## config.mk

```make
export PLATFORM = sky130hd
export DESIGN_NAME = bscan_chain
export DESIGN_NICKNAME = d
export VERILOG_FILES = /design/src/rtl/bscan_chain.sv
export SDC_FILE = /design/constraint.sdc
export NUM_CORES = 1
export LEC_CHECK = 0
export ABC_CLOCK_PERIOD_IN_PS = 970
export BUFFER_PORTS_ARGS = -buffer_cell sky130_fd_sc_hd__buf_2
export CAP_MARGIN = 20
export CELL_PAD_IN_SITES_DETAIL_PLACEMENT = 1
export CELL_PAD_IN_SITES_GLOBAL_PLACEMENT = 1
export CORE_MARGIN = 2
export CORE_UTILIZATION = 33
export CTS_CLUSTER_SIZE = 24
export DETAILED_ROUTE_END_ITERATION = 8
export GPL_TIMING_DRIVEN = 0
export PLACE_DENSITY_LB_ADDON = 0.1
export SYNTH_ARGS = -nofsm -noshare
export SYNTH_HDL_FRONTEND = slang
export SYNTH_SLANG_ARGS = --single-unit
```

## constraint.sdc

```tcl
create_clock -name tck -period 0.97 [get_ports tck]
set_input_delay 0.097 -clock tck [delete_from_list [all_inputs] [get_ports tck]]
set_output_delay 0.097 -clock tck [all_outputs]
set_load 0.005 [all_outputs]
```

## src/rtl/bscan_chain.sv

```systemverilog
module bscan_chain #(
  parameter int N_IN  = 4,
  parameter int N_OUT = 3
) (
  input  logic             tck,
  input  logic             trst_n,
  input  logic             tdi,
  input  logic             sel,
  input  logic             capture_en,
  input  logic             shift_en,
  input  logic             update_en,
  input  logic             extest,
  input  logic [N_IN-1:0]  pin_in,
  input  logic [N_OUT-1:0] core_out,
  output logic [N_OUT-1:0] pad_out,
  output logic             tdo
);
  localparam int LEN = N_IN + N_OUT;

  logic [LEN-1:0]   stg;
  logic [N_OUT-1:0] upd;

  always_ff @(posedge tck or negedge trst_n) begin
    if (!trst_n)
      stg <= '0;
    else if (sel && capture_en)
      stg <= {core_out, pin_in};
    else if (sel && shift_en)
      stg <= {stg[LEN-2:0], tdi};
  end

  always_ff @(negedge tck or negedge trst_n) begin
    if (!trst_n)
      upd <= '0;
    else if (sel && update_en)
      upd <= stg[LEN-1:N_IN];
  end

  assign pad_out = (extest && trst_n) ? upd : core_out;
  assign tdo     = stg[LEN-1];


  cap_in_chk: assert property (@(posedge tck) disable iff (!trst_n)
    (sel && capture_en) |=> stg[N_IN-1:0] == $past(pin_in));


  shift_chk: assert property (@(posedge tck) disable iff (!trst_n)
    (sel && shift_en && !capture_en) |=> tdo == $past(stg[LEN-2]));


  upd_hold_chk: assert property (@(negedge tck) disable iff (!trst_n)
    !(sel && update_en) |=> $stable(upd));


  unsel_hold_chk: assert property (@(posedge tck) disable iff (!trst_n)
    !sel |=> $stable(stg));
endmodule

```

==> impl_metrics.toml <==
[floorplan]
floorplan.core_area_um2 = 1490
row_count = 14
starting_utilization_of_the_core_area_pct = 34.5
io_pins = 19
die_w_um = 43.5
die_area_um2 = 1890
floorplan.die.height_um = 43.5

[worst_setup_path]
start_kind = "register"
critical_path_peak_fanout = 2
critical_path.endpoint_type = "output port"
rr_endpoint = "upd[2]"
worstPathArrival_ns = 1.50
reg2regPathDepth = 1
cp_required_ns = 0.87
critical_path.reg2reg.startpoint = "stg[6]"
critical_path.endpoint = "pad_out[0]"
worst_setup_path_startpoint = "upd[0]"
reg2reg_setup_slack_ns = -0.33
criticalPathCategory = "reg -> out"

[status]
violations = "negative setup slack"
status = "finished, violations left"

[timing]
setup_repair_after_global_routing_missed_its_margin = "true"
worst_slew_pin_slew_ns = 0.344
slew_violations = 0
timing.final.setup_violations = 7
slew-limit-headroom_pct = 77.0
report.final.hold_viol_count = 0
worst_hold_slack_ns = 0.120
setup_slack_ns = -0.625
finalClockSkew_ns = 0.00520

[cells_and_area]
area_growth_pct = 41.4
post_layout_nonfiller_instances = 93
nets = 93
utilization_pct = 48.8
layout-drive-gt1-share_pct = 44.2
n_antenna_cell = 0

[synthesis]
synth_xor_xnor_area_share_pct = 0
part_of_the_yosys_area_used_for_sequential_elements_pct = 48.7
main_combinational_cell_family_by_area_after_synthesis = "simple AND/OR/NAND/NOR gates"
total_of_warnings_raised_by_yosys = 0
synth.net_count = 66
synth.lib_cells_used.distinct = 9
synth_area_per_cell_um2 = 10.1
synth_seq_cells = 10
synth.area.mux_share_pct = 13.1
synth_fa_ha_area_share_pct = 0
synthSimpleGateAreaFrac_pct = 24.3
syn_area_um2 = 514
synth-compound-area-share_pct = 8.52
synthCells = 51

[power_and_ir_drop]
switching_share_pct = 28.4
vdd_drop_max_uv = 767
share_of_total_power_in_combinational_logic_pct = 24.2
intPower_w = 0.000905
pwr-share-clk_pct = 32.2
cellLeakagePower_nw = 0.319
sequential_share_of_power_pct = 43.6
power-per-cell-area_nw_per_um2 = 1740
switching_power_w = 0.000359

[global_routing]
grt_pass1_vias = 529
grt.total_usage_pct = 19.9
grt_remaining_overflow = 0
number_of_antenna_violations_at_the_first_check_in_global_routing = 0
grt_first_pass_wirelength_um = 2590
grt_max_degree = 11

[routing]
routed_wire_length_per_instance_um = 16.1
detail-route-antenna-nets = 0
drt-total-wl_um = 1500
firstDrtPassIters = 2
detailroute.via_count = 499
first_iter_violations = 2
drcViolationCount = 0
routed_via_density = 5.37

[clock_tree]
cts_buffer_count = 3
tritoncts = "built"
clock_tree.root_cell = "sky130_fd_sc_hd__clkbuf_4"
clk_pin_slew_ns = 0.08
clock_sink_count = 10
worst_skew_pair.late_latency_ns = 0.28
clock_tree.buffer_depth = 2
clock_tree.htree_level_count = 1

[placement]
placed_cells_incl_taps = 83
place.port_buffers = 16
dp_hpwl_um = 934
gpl.final_weighted_congestion = 0.717

[hold_path]
hp_class = "in -> reg"
hold-path-cell-count = 3

[run]
timing.max_cap.violations = 0
-- cell families (layout without fill, tap and decap cells) --
| group | Yosys count | in the layout |
|---|---|---|
| AO/OA/AOI/OAI | 7 | 7 |
| AND/OR/NAND/NOR | 25 | 25 |
| multiplexers | 6 | 6 |
| buffers and inverters | 3 | 29 |
| flip-flops | 10 | 10 |
-- cell usage in the layout, fill, tap and decap left out --
cell type | synthesis | routed
sky130_fd_sc_hd__nor3_1 | 21 | 21
sky130_fd_sc_hd__clkbuf_2 | 1 | 1
sky130_fd_sc_hd__mux2_2 | 6 | 4
sky130_fd_sc_hd__buf_2 | 0 | 14
sky130_fd_sc_hd__dfrtn_1 | 3 | 3
sky130_fd_sc_hd__nand2_2 | 2 | 2
sky130_fd_sc_hd__buf_4 | 0 | 2
sky130_fd_sc_hd__mux2_4 | 0 | 2
sky130_fd_sc_hd__dfrtp_1 | 7 | 7
sky130_fd_sc_hd__nand2_1 | 2 | 2
sky130_fd_sc_hd__o22ai_1 | 7 | 7
sky130_fd_sc_hd__dlygate4sd3_1 | 0 | 3
sky130_fd_sc_hd__buf_6 | 2 | 5
sky130_fd_sc_hd__clkbuf_4 | 0 | 3
sky130_fd_sc_hd__clkbuf_8 | 0 | 1
-- critical path, cell delays in order, from the launching register on --
cell,delay (ns)
sky130_fd_sc_hd__dfrtn_1,0.34
sky130_fd_sc_hd__mux2_4,0.27
sky130_fd_sc_hd__buf_6,0.11
-- metrics by stage --
stage	total power (W)	TNS, ns	instance area [um2]	worst slack [ns]
finish	0.00126	-2.85	727	-0.625
global route	0.00134	-3.05	727	-0.652
CTS	0.00123	-2.81	703	-0.614
detailed placement	0.000792	-1.92	614	-0.346
global placement	0.000784	-1.90	614	-0.332
floorplan	0.000692	-1.48	514	-0.319
-- synthesized netlist by cell type (all sizes together) --
| master | instances | area, um2 |
|---|---|---|
| nor3 | 21 | 105 |
| dfrtp | 7 | 175 |
| o22ai | 7 | 43.8 |
| mux2 | 6 | 67.6 |
| nand2 | 4 | 20.0 |
| dfrtn | 3 | 75.1 |
| buf | 2 | 22.5 |
| clkbuf | 1 | 5.00 |
-- registers in the layout, indices dropped and copies added (netlist names) --
register,flops
upd,3
stg,7
-- final cells by class --
| type | instances | area [um2] |
|---|---|---|
| Multi-Input combinational cell | 38 | 244 |
| Clock buffer | 4 | 36.3 |
| Tap cell | 16 | 20.0 |
| Buffer | 3 | 27.5 |
| Fill cell | 183 | 762 |
| Timing Repair Buffer | 22 | 149 |
| Sequential cell | 10 | 250 |
-- metal layers --
metal,up-vias,routed length [um],track usage [%]
li1,243,-,-
met5,-,0,0
met2,16,652,29.6
met3,5,69,5.00
met1,235,743,26.6
met4,0,35,10.9
-- power groups by stage --
stage               clock network [W]  registers (W)  logic (W)
finish                       0.000407       0.000551   0.000306
detailed placement                  0       0.000566   0.000226
global placement                    0       0.000562   0.000222
CTS                          0.000402       0.000548   0.000280
floorplan                           0       0.000550   0.000142
global route                 0.000440       0.000561   0.000339
-- how the worst min path moves through the flow --
stage | from | endpoint | slack [ns]
2_1_floorplan | trst_n | stg[0] | -0.20
3_3_place_gp | trst_n | stg[0] | -0.02
3_5_place_dp | trst_n | stg[0] | -0.01
4_1_cts | core_out[1] | stg[5] | 0.12
5_1_grt | core_out[1] | stg[5] | 0.13
6_report | core_out[1] | stg[5] | 0.12
-- repair_timing --
action                                  4_1_cts  5_1_grt
endpoints found under the setup margin        6        7
setup buffers                                 3        1
hold endpoints to repair                      7        0
hold buffers                                  3        0
gates resized for setup                       0        5
(Power assumes the default switching activity.)
